[src/rtl/exm_pkg.sv]
// Shared types for the exclusive access monitor.
// Assumes two-bit operation and size codes, as stated in the brief.
package exm_pkg;
    typedef enum logic [1:0] {
        OP_LDX  = 2'd0,
        OP_STX  = 2'd1,
        OP_CLR  = 2'd2,
        OP_NONE = 2'd3
    } exm_op_e;

    typedef enum logic [1:0] {
        SZ_BYTE = 2'd0,
        SZ_HALF = 2'd1,
        SZ_WORD = 2'd2,
        SZ_DBL  = 2'd3
    } exm_size_e;

    typedef enum logic {
        ST_OPEN = 1'b0,
        ST_EXCL = 1'b1
    } exm_state_e;
endpackage

[src/rtl/exm_align_chk.sv]
// Flags a request whose address is not a multiple of its access size.
// Assumes ADDR_W >= 3, so that the doubleword check has three low bits.
module exm_align_chk #(
    parameter int ADDR_W = 32
) (
    input  logic [ADDR_W-1:0] addr,
    input  logic [1:0]        size,
    output logic              misaligned
);
    import exm_pkg::*;

    // Look at the low address bits that the size requires to be zero.
    always_comb begin
        case (exm_size_e'(size))
            SZ_BYTE: misaligned = 1'b0;
            SZ_HALF: misaligned = addr[0];
            SZ_WORD: misaligned = |addr[1:0];
            default: misaligned = |addr[2:0];
        endcase
    end
endmodule

[src/rtl/exm_match.sv]
// Compares a request's granule and size with the stored tag.
// Assumes the granule (2**GRAN_LG2 bytes) is at least one doubleword.
module exm_match #(
    parameter int ADDR_W   = 32,
    parameter int GRAN_LG2 = 3,
    localparam int TAG_W   = ADDR_W - GRAN_LG2
) (
    input  logic [ADDR_W-1:0] req_addr,
    input  logic [1:0]        req_size,
    input  logic [TAG_W-1:0]  tag_gran,
    input  logic [1:0]        tag_size,
    output logic              hit
);
    // The request hits when it lands in the tagged granule with the tagged size.
    always_comb begin
        hit = (req_addr[ADDR_W-1:GRAN_LG2] == tag_gran) && (req_size == tag_size);
    end
endmodule

[src/rtl/exm_tag_reg.sv]
// Holds the monitor state and the tag that goes with it.
// Assumes set and clr never arrive together; if they do, clr wins.
module exm_tag_reg #(
    parameter int TAG_W = 29
) (
    input  logic             clk,
    input  logic             rst_n,
    input  logic             set,
    input  logic             clr,
    input  logic [TAG_W-1:0] set_gran,
    input  logic [1:0]       set_size,
    output logic             excl,
    output logic [TAG_W-1:0] tag_gran,
    output logic [1:0]       tag_size
);
    import exm_pkg::*;

    exm_state_e state_q;

    // State update: reset or clear -> OPEN, set -> EXCLUSIVE.
    always_ff @(posedge clk) begin
        if (!rst_n)   state_q <= ST_OPEN;
        else if (clr) state_q <= ST_OPEN;
        else if (set) state_q <= ST_EXCL;
    end

    // The tag is captured on set; it needs no reset, because the state gates it.
    always_ff @(posedge clk) begin
        if (set && !clr) begin
            tag_gran <= set_gran;
            tag_size <= set_size;
        end
    end

    assign excl = (state_q == ST_EXCL);
endmodule

[src/rtl/excl_monitor.sv]
// Local exclusive access monitor for one requester.
// A load-exclusive tags a granule and size; a store-exclusive is allowed only on a live match.
// Assumes one request per cycle; every response is registered and appears one cycle later.
module excl_monitor #(
    parameter int ADDR_W   = 32,
    parameter int GRAN_LG2 = 3
) (
    input  logic              clk,
    input  logic              rst_n,
    input  logic              req_valid,
    input  logic [1:0]        req_op,
    input  logic [ADDR_W-1:0] req_addr,
    input  logic [1:0]        req_size,
    input  logic              req_shared,
    input  logic              exc_return,
    output logic              resp_valid,
    output logic              resp_status,
    output logic              store_go,
    output logic              align_err,
    output logic              excl_held
);
    import exm_pkg::*;

    localparam int TAG_W = ADDR_W - GRAN_LG2;

    exm_op_e          op;
    logic             is_ldx, is_stx, is_clr;
    logic             misaligned, hit, excl;
    logic             tag_set, tag_clr, stx_ok;
    logic [TAG_W-1:0] tag_gran;
    logic [1:0]       tag_size;

    // Decode the operation.
    always_comb begin
        op     = exm_op_e'(req_op);
        is_ldx = req_valid && (op == OP_LDX);
        is_stx = req_valid && (op == OP_STX);
        is_clr = req_valid && (op == OP_CLR);
    end

    exm_align_chk #(.ADDR_W(ADDR_W)) align_i (
        .addr       (req_addr),
        .size       (req_size),
        .misaligned (misaligned)
    );

    exm_match #(.ADDR_W(ADDR_W), .GRAN_LG2(GRAN_LG2)) match_i (
        .req_addr (req_addr),
        .req_size (req_size),
        .tag_gran (tag_gran),
        .tag_size (tag_size),
        .hit      (hit)
    );

    // Decide the tag action and whether the store may go ahead.
    always_comb begin
        tag_set = is_ldx && !misaligned && !req_shared && !exc_return;
        tag_clr = exc_return || is_stx || is_clr || (is_ldx && (misaligned || req_shared));
        stx_ok  = is_stx && excl && hit && !misaligned;
    end

    exm_tag_reg #(.TAG_W(TAG_W)) tag_i (
        .clk      (clk),
        .rst_n    (rst_n),
        .set      (tag_set),
        .clr      (tag_clr),
        .set_gran (req_addr[ADDR_W-1:GRAN_LG2]),
        .set_size (req_size),
        .excl     (excl),
        .tag_gran (tag_gran),
        .tag_size (tag_size)
    );

    // Register the response outputs.
    always_ff @(posedge clk) begin
        if (!rst_n) begin
            resp_valid  <= 1'b0;
            resp_status <= 1'b0;
            store_go    <= 1'b0;
            align_err   <= 1'b0;
        end else begin
            resp_valid  <= is_ldx || is_stx || is_clr;
            resp_status <= is_stx && !stx_ok;
            store_go    <= stx_ok;
            align_err   <= (is_ldx || is_stx) && misaligned;
        end
    end

    assign excl_held = excl;
endmodule

[config.mk]
export PLATFORM = sky130hd
export DESIGN_NAME = excl_monitor
export DESIGN_NICKNAME = d
export VERILOG_FILES = /design/src/rtl/exm_pkg.sv /design/src/rtl/exm_align_chk.sv /design/src/rtl/exm_match.sv /design/src/rtl/exm_tag_reg.sv /design/src/rtl/excl_monitor.sv
export SDC_FILE = /design/constraint.sdc
export NUM_CORES = 1
export LEC_CHECK = 0
export ABC_AREA = 1
export BUFFER_PORTS_ARGS = -buffer_cell sky130_fd_sc_hd__buf_4
export CAP_MARGIN = 15
export CORE_ASPECT_RATIO = 1.75
export CORE_MARGIN = 2
export CORE_UTILIZATION = 52
export CTS_CLUSTER_SIZE = 10
export DETAILED_ROUTE_END_ITERATION = 10
export PLACE_DENSITY = 0.79
export SLEW_MARGIN = 20
export SYNTH_ARGS = -nofsm -noshare
export SYNTH_HDL_FRONTEND = slang
export SYNTH_SLANG_ARGS = --single-unit
[constraint.sdc]
create_clock -name clk -period 1.66 [get_ports clk]
set_input_delay 0.083 -clock clk [delete_from_list [all_inputs] [get_ports clk]]
set_output_delay 0.083 -clock clk [all_outputs]
set_load 0.02 [all_outputs]
Yosys cells after proc, flatten, opt, wreduce, memory -nomap -nowiden
Cells that the tools add are included.
- bits in registers: 36
- equality and inequality tests: 6
- muxes and demuxes: 1
- bitwise operators: 1
- reduce and logical (&&, ||, !) cells: 30
- operators with widths (cell ; count):
    29-bit equality test ; 1
    1-bit logical AND ; 14
    1-bit logical OR ; 6
    1-bit zero test ; 5
    2-bit by 1-bit equality test with 1-bit output (second input constant) ; 2
    2-bit equality test (second input constant) ; 2
    2-bit zero test ; 2
    2-bit OR reduction ; 2
    1-bit one-hot mux with 3 select lines ; 1
    3-bit OR reduction ; 1
    2-bit equality test ; 1
    1-bit inverter ; 1

Logic depth before layout (Yosys ltp)
Gate-level depths: netlist (run 1).
- word-level depth: 7
- mapped depth: 9
- gate-level depth less buffers: 9

Modules after synthesis
From an unflattened synthesis (run 1), not the netlist that was laid out.
- cells, all modules: 242
- area, all modules: 1833.0 µm²
- modules (own cells, without submodules) (module ; instances ; cells each ; area an instance (µm²)):
    exm_tag_reg ; 1 ; 38 ; 973.4
    exm_match ; 1 ; 168 ; 641.9
    excl_monitor ; 1 ; 28 ; 187.7
    exm_align_chk ; 1 ; 8 ; 30.0

Worst setup path before layout (run 1)
No wires, ideal clock.
- path type: in2reg
- start point: input req_addr[0]
- end point: register tag_i.tag_gran[0], enable pin
- library setup time: 0.386 ns
- arrival time: 1.124 ns
- slack: 0.150 ns
- cell stages on the path: 7
- path through: nand2_1 inv_1 o21ai_2 inv_1 nor2_2 nand2_1 inv_1
- longest elaborated chain between the ends: 7
- RTL lines (what ; RTL line ; RTL):
    start: declaration ; excl_monitor.sv:12 ; input logic [ADDR_W-1:0] req_addr,
    3-bit OR reduction / 2-bit OR reduction (equally long branches) ; exm_align_chk.sv:18, exm_align_chk.sv:17 ;
    1-bit one-hot mux with 3 select lines * ; exm_align_chk.sv:14 ; case (exm_size_e'(size))
    1-bit zero test / 1-bit logical OR (equally long branches) ; excl_monitor.sv:57, excl_monitor.sv:58 ;
    1-bit logical AND, on equally long branches ; excl_monitor.sv:57, excl_monitor.sv:58 ;
    1-bit logical AND / 1-bit logical OR (equally long branches) ; excl_monitor.sv:57, excl_monitor.sv:58 ;
    1-bit logical AND / 1-bit zero test (equally long branches) ; excl_monitor.sv:57, exm_tag_reg.sv:29 ;
    1-bit logical AND * ; exm_tag_reg.sv:29 ; if (set && !clr) begin
    end signal: assignment ; exm_tag_reg.sv:30 ; tag_gran <= set_gran;
    end: declaration ; exm_tag_reg.sv:13 ; output logic [TAG_W-1:0] tag_gran,
Every way passes the cells marked *; elsewhere a longest branch is shown, timed or not.
A chain may end at the register's enable or synchronous reset.

Final worst setup path (run 1)
- start point: input req_addr[27]
- end point: register resp_status
- longest elaborated chain between the ends: 6
- RTL lines (what ; RTL line ; RTL):
    29-bit equality test ; exm_match.sv:16 ; hit = (req_addr[ADDR_W-1:GRAN_LG2] == tag_gran) && (req_size == tag_size);
    1-bit logical AND ; exm_match.sv:16 ;
    1-bit logical AND (2 in a row) ; excl_monitor.sv:59 ; stx_ok = is_stx && excl && hit && !misaligned;
    1-bit zero test ; excl_monitor.sv:83 ; resp_status <= is_stx && !stx_ok;
    1-bit logical AND ; excl_monitor.sv:83 ;
    end signal: assignment ; excl_monitor.sv:83 ;
    end: declaration ; excl_monitor.sv:17 ; output logic resp_status,
Every way passes these cells.

==> impl_metrics.csv, run 1 <==
group,metric,value,unit
status,status,"finished, final reports clean",
clocking,clock-sinks,36,
worst_hold_path,hold_depth,1,
cells_and_area,design_area,2540,µm²
routing,drt_iter0_markers,40,
clocking,clkTransAtPathRegs,0.07,ns
setup_path,critPathLaunchType,"input pin",
routing,firstDrtPassIters,4,
setup_path,crit_required,1.83,ns
floorplanning,ios,46,
timing,rsz0062_at_grt,"false",
routing,vias_per_cell,4.55,
run,max_cap_violations,0,
yosys,synth_warnings,0,
timing,fin_setup_tns,0,ns
floorplanning,row_count,28,
routing,drc,0,
setup_path,critical_path.startpoint,"req_addr[27]",
timing,worst_pin_slew,0.305,ns
cells_and_area,fill_cells,245,
yosys,syn_area,1760,µm²
floorplanning,die_h,81.0,µm
cells_and_area,seq_area,1030,µm²
timing,layout_min_cycle_time,1.29,ns
timing,slew_headroom,79.5,%
pwr,peakVddDrop,0.736,mV
yosys,synth_top_cell_by_area,"edfxtp_1",
yosys,syn-num-nets,257,
yosys,synth.ff_latch_count,36,
routing,vias,1569,
global_route,grt_max_degree,22,
cells_and_area,antenna_cells,0,
floorplanning,core-area,3330,µm²
placement,io_buffers,45,
global_route,antenna_found_initial,0,
setup_path,worst_path_max_delay_cell,"dlygate4sd3_1",
pwr,p_leak,1.27,nW
placement,dpl-instance-area,2170,µm²
timing,skew,0.0114,ns
yosys,avgSynthCellArea,8.16,µm²
setup_path,crit_chain,"dlygate4sd3_1, buf_4, nand2_1, nand2_1, nor2_1, nand2_1, nor2_1, nand3_1, nor2_1, nor2_1",
setup_path,endpoint_kind,"flop",
clocking,cts-buffers-inserted,5,
setup_path,cp_max_fo,3,
clocking,cts_max_path_buffers,2,
timing,slew_viol_final,0,
global_route,grt_usage,22.0,%
floorplanning,fp.dieArea,3890,µm²
floorplanning,start_util,53.0,%
timing,hold_viol,0,
setup_path,regToRegStartpoint,"tag_i.tag_gran[21]",
clocking,cts-htree-levels,2,
yosys,synth_cell_types,15,
floorplanning,die_x,48.0,µm
cells_and_area,fin_nets,340,
setup_path,critPathArrivalTime,1.47,ns
routing,detail-route-antenna-nets,0,
cells_and_area,layout_common_cells,"nand2_1 (77), inv_1 (52), buf_4 (47)",
timing,clock.fmax,773,MHz
timing,finalSetupViolations,0,
setup_path,worstSetupPathType,"input pin to flop",
global_route,gr-total-overflow,0,
global_route,grt_pass1_wl,5980,µm
pwr,powerDensity,719,nW/µm²
cells_and_area,multi_input_comb_area,537,µm²
clocking,cts_setup_buffers,0,
setup_path,crit_top_cell,"nor2_1",
cells_and_area,final_common_cell,"nand2_1",
placement,hpwl,2810,µm
yosys,seq_area_frac_synth,58.5,%
clocking,clock_latency,0.28,ns
cells_and_area,final_cells,345,
global_route,grt_pass1_vias,1558,
clocking,cts_root_buf,"clkbuf_8",
placement,place_inst,308,
routing,wirelength,3880,µm
setup_path,reg2reg_depth,8,
yosys,syn_inst,216,
clocking,tritoncts,"done",
timing,post-route-period-util,78.0,%
worst_hold_path,min-delay-start,"req_size[0]",
routing,wl_per_cell,11.2,µm
cells_and_area,drive_above_1_share,18.7,%
cells_and_area,syn_to_final_growth,44.3,%
yosys,synthTopCellsByArea,"edfxtp_1 (53%), nand2_1 (16%), inv_1 (11%)",
yosys,yosysTopAreaCellShare,52.8,%
setup_path,slowest_delay,0.54,ns
worst_hold_path,holdCritPathClass,"input pin to flop",
placement,gp_congestion,0.847,
-- stage by stage --
| stage | power, W | hold WS (ns) | setup WS (ns) | utilization [%] |
|---|---|---|---|---|
| after floorplan | 0.00109 | 0.182 | 0.150 | - |
| after global placement | 0.00120 | 0.271 | 0.344 | 65.3 |
| after detailed placement | 0.00121 | 0.273 | 0.237 | 65.3 |
| after CTS | 0.00184 | 0.00300 | 0.361 | 76.1 |
| after global routing | 0.00190 | 0.00493 | 0.228 | 76.4 |
| final | 0.00183 | 0.0147 | 0.366 | 76.4 |
-- synth_stat cells --
cell,instances
xor2_1,4
nor2_1,27
nand3_1,2
dfxtp_1,5
o21ai_2,1
a21oi_1,1
o21ai_0,8
nand2_1,77
nor3_1,3
o21ai_1,2
nor3_2,1
edfxtp_1,31
nor4_1,1
nor2_2,1
inv_1,52
-- state kept, by name (all words and copies together) (netlist names) --
| register | count |
|---|---|
| tag_i.tag_size | 2 |
| resp_valid | 1 |
| tag_i.excl | 1 |
| align_err | 1 |
| tag_i.tag_gran | 29 |
| resp_status | 1 |
| store_go | 1 |
-- area by class of cell --
cell class / count / area share, %
tap: 45 / 2.21
clock buffer: 7 / 3.00
timing repair buffer: 76 / 25.3
clock inverter: 1 / 0.197
multi-input combinational: 128 / 21.1
sequential: 36 / 40.5
inverter: 52 / 7.67
-- worst paths after layout --
path,end,slack [ns]
max,resp_status,0.37
min,tag_i.tag_size[0],0.01
max reg2reg,resp_status,0.42
min reg2reg,tag_i.excl,0.59
-- power breakdown --
part           total (W)  leakage (nW)  switching (W)  internal (W)
clock network   0.000583        0.0422       0.000289      0.000294
registers       0.000999         0.320     0.00000493      0.000994
logic           0.000246         0.912       0.000105      0.000141
total            0.00183          1.27       0.000398       0.00143
-- metal layers --
layer  share of wire (%)  GRT usage (%)  up-vias
li1                    -              -      813
met1                  37           20.9      685
met2                  55           39.6       52
met3                 3.6           5.33       19
met4                 4.1           12.2        0
met5                   0              0        -
-- logic make-up after synthesis --
group | share of synthesized area [%]
compound gates | 3.62
xor+xnor | 1.99
buf+inv | 11.1
flops | 58.5
simple gates | 24.8
-- what timing repair did --
item / in CTS / in global routing
hold buffers: 28 / 1
gates resized for setup: 0 / 0
hold endpoints to repair: 28 / 1
-- worst max-delay path: cells and delay by family --
kind                   cells  cell delay [ns]
and+or+nand+nor            8             0.72
buffers and inverters      2             0.68
Note: power is estimated with default switching activity, not from simulation.
==> inputs of run 2 (changes only) <==
clock period = 1.35 ns   (was 1.66 ns; I/O delays follow)
==> impl_metrics.csv, run 2 (synthesis gave the netlist of run 1 again) <==
group,metric,value,unit
status,status,"finished, final reports clean",
timing,slew_headroom,82.4,%
cells_and_area,fill_cells,236,
setup_path,worstSetupPathType,"input pin to flop",
timing,worst_pin_slew,0.261,ns
routing,drc,0,
cells_and_area,top_regs,"tag_i.tag_gran: 29 flops, tag_i.tag_size: 2 flops",
setup_path,worst_path_max_delay_cell,"dlygate4sd3_1",
clocking,clock_latency,0.29,ns
timing,rsz0062_at_grt,"false",
timing,slew_viol_final,0,
cells_and_area,final_common_cell,"nand2_1",
timing,post-route-period-util,94.6,%
placement,io_buffers,45,
clocking,clkTransAtPathRegs,0.07,ns
global_route,grt_usage,24.0,%
global_route,use_met3,5.56,%
placement,gp_congestion,0.788,
routing,firstDrtPassIters,5,
setup_path,endpoint_kind,"flop",
placement,place_inst,308,
clocking,tritoncts,"done",
timing,skew,0.00659,ns
setup_path,critPathLaunchType,"input pin",
cells_and_area,drive_above_1_share,22.1,%
clocking,cts-buffers-inserted,5,
worst_hold_path,hold_depth,1,
run,max_cap_violations,0,
floorplanning,start_util,53.0,%
routing,detail-route-antenna-nets,0,
global_route,grt_pass1_wl,6270,µm
routing,wl_per_cell,12.2,µm
floorplanning,ios,46,
cells_and_area,syn_to_final_growth,49.3,%
clocking,clock-sinks,36,
global_route,gr-usage-met2,44.8,%
floorplanning,core-area,3330,µm²
global_route,grt_util_met1,20.4,%
pwr,peakVddDrop,1.14,mV
setup_path,crit_required,1.54,ns
routing,vias_per_cell,4.56,
timing,hold_viol,0,
floorplanning,die_x,48.0,µm
setup_path,crit_top_cell,"nand2_2",
clocking,cts-htree-levels,2,
global_route,busiest_layer,"met2",
routing,drt_iter0_markers,49,
setup_path,critPathArrivalTime,1.47,ns
clocking,cts_root_buf,"clkbuf_8",
cells_and_area,antenna_cells,0,
floorplanning,row_count,28,
cells_and_area,post-route-util,79.1,%
routing,wirelength,4210,µm
setup_path,slowest_delay,0.56,ns
global_route,gr-total-overflow,0,
timing,fin_setup_tns,0,ns
pwr,p_leak,1.29,nW
global_route,antenna_found_initial,0,
clocking,cts_max_path_buffers,2,
global_route,grt_pass1_vias,1609,
cells_and_area,largest_reg_flops,29,
floorplanning,die_h,81.0,µm
timing,finalSetupViolations,0,
placement,hpwl,2700,µm
cells_and_area,final_cells,344,
clocking,cts_setup_buffers,0,
timing,clock.fmax,783,MHz
cells_and_area,layout_common_cells,"nand2_1 (74), inv_1 (51), buf_4 (42)",
routing,vias,1570,
cells_and_area,top_register,"tag_i.tag_gran",
worst_hold_path,holdCritPathClass,"input pin to flop",
cells_and_area,fin_nets,339,
timing,layout_min_cycle_time,1.28,ns
setup_path,crit_chain,"dlygate4sd3_1, buf_4, nand2_2, nand2_2, nor2_4, nand2_2, nor2_2, nand3_2, nor2_1, nor2_1",
pwr,powerDensity,938,nW/µm²
setup_path,cp_max_fo,3,
global_route,grt_max_degree,18,
floorplanning,fp.dieArea,3890,µm²
setup_path,reg2reg_depth,8,
-- run 2: layout make-up --
cell class / instances / area, µm² / area share (%)
sequential: 36 / 1030 / 39.2
timing repair buffer: 75 / 669 / 25.4
multi-input combinational: 128 / 569 / 21.6
inverter: 52 / 199 / 7.56
clock buffer: 6 / 72.6 / 2.76
tap: 45 / 56.3 / 2.14
clock inverter: 2 / 35.0 / 1.33
-- run 2: routing by layer --
metal	up-vias	wire length (µm)	share of wire (%)
li1	811	-	-
met1	698	1470	35
met2	45	2430	58
met3	16	120	2.9
met4	0	178	4.2
met5	-	0	0
-- run 2: metrics by stage --
step	instance area, µm²	hold slack [ns]	setup WS (ns)	total power (W)
finish	2630	0.0145	0.0731	0.00247
global route	2630	0.00367	0.00189	0.00254
CTS	2610	0.00647	0.0757	0.00247
detailed placement	2200	0.256	0.0691	0.00149
global placement	2200	0.254	0.0885	0.00148
floorplan	1770	0.166	0.113	0.00134
-- run 2: power breakdown --
group,internal [W],switching [W]
clock,0.000548,0.000375
combinational,0.000178,0.000139
sequential,0.00122,0.00000591
total,0.00195,0.000520
-- run 2: path summary, 6_finish.rpt --
kind | start | endpoint | slack (ns)
worst max-delay path | req_addr[4] | resp_status | 0.07
worst min register to register | tag_i.excl | tag_i.excl | 0.56
worst max register to register | tag_i.tag_gran[2] | resp_status | 0.14
worst min-delay path | req_size[1] | tag_i.tag_size[1] | 0.01
-- run 2: what timing repair did --
| item | CTS | global route |
|---|---|---|
| hold buffers | 30 | 0 |
| setup endpoints to repair | 0 | 2 |
| hold endpoints to repair | 30 | 0 |
| resized for setup | 0 | 14 |
-- run 2: worst max-delay path, delay by kind of cell --
kind | cells | cell delay, ns
and+or+nand+nor | 8 | 0.69
buffers and inverters | 2 | 0.71
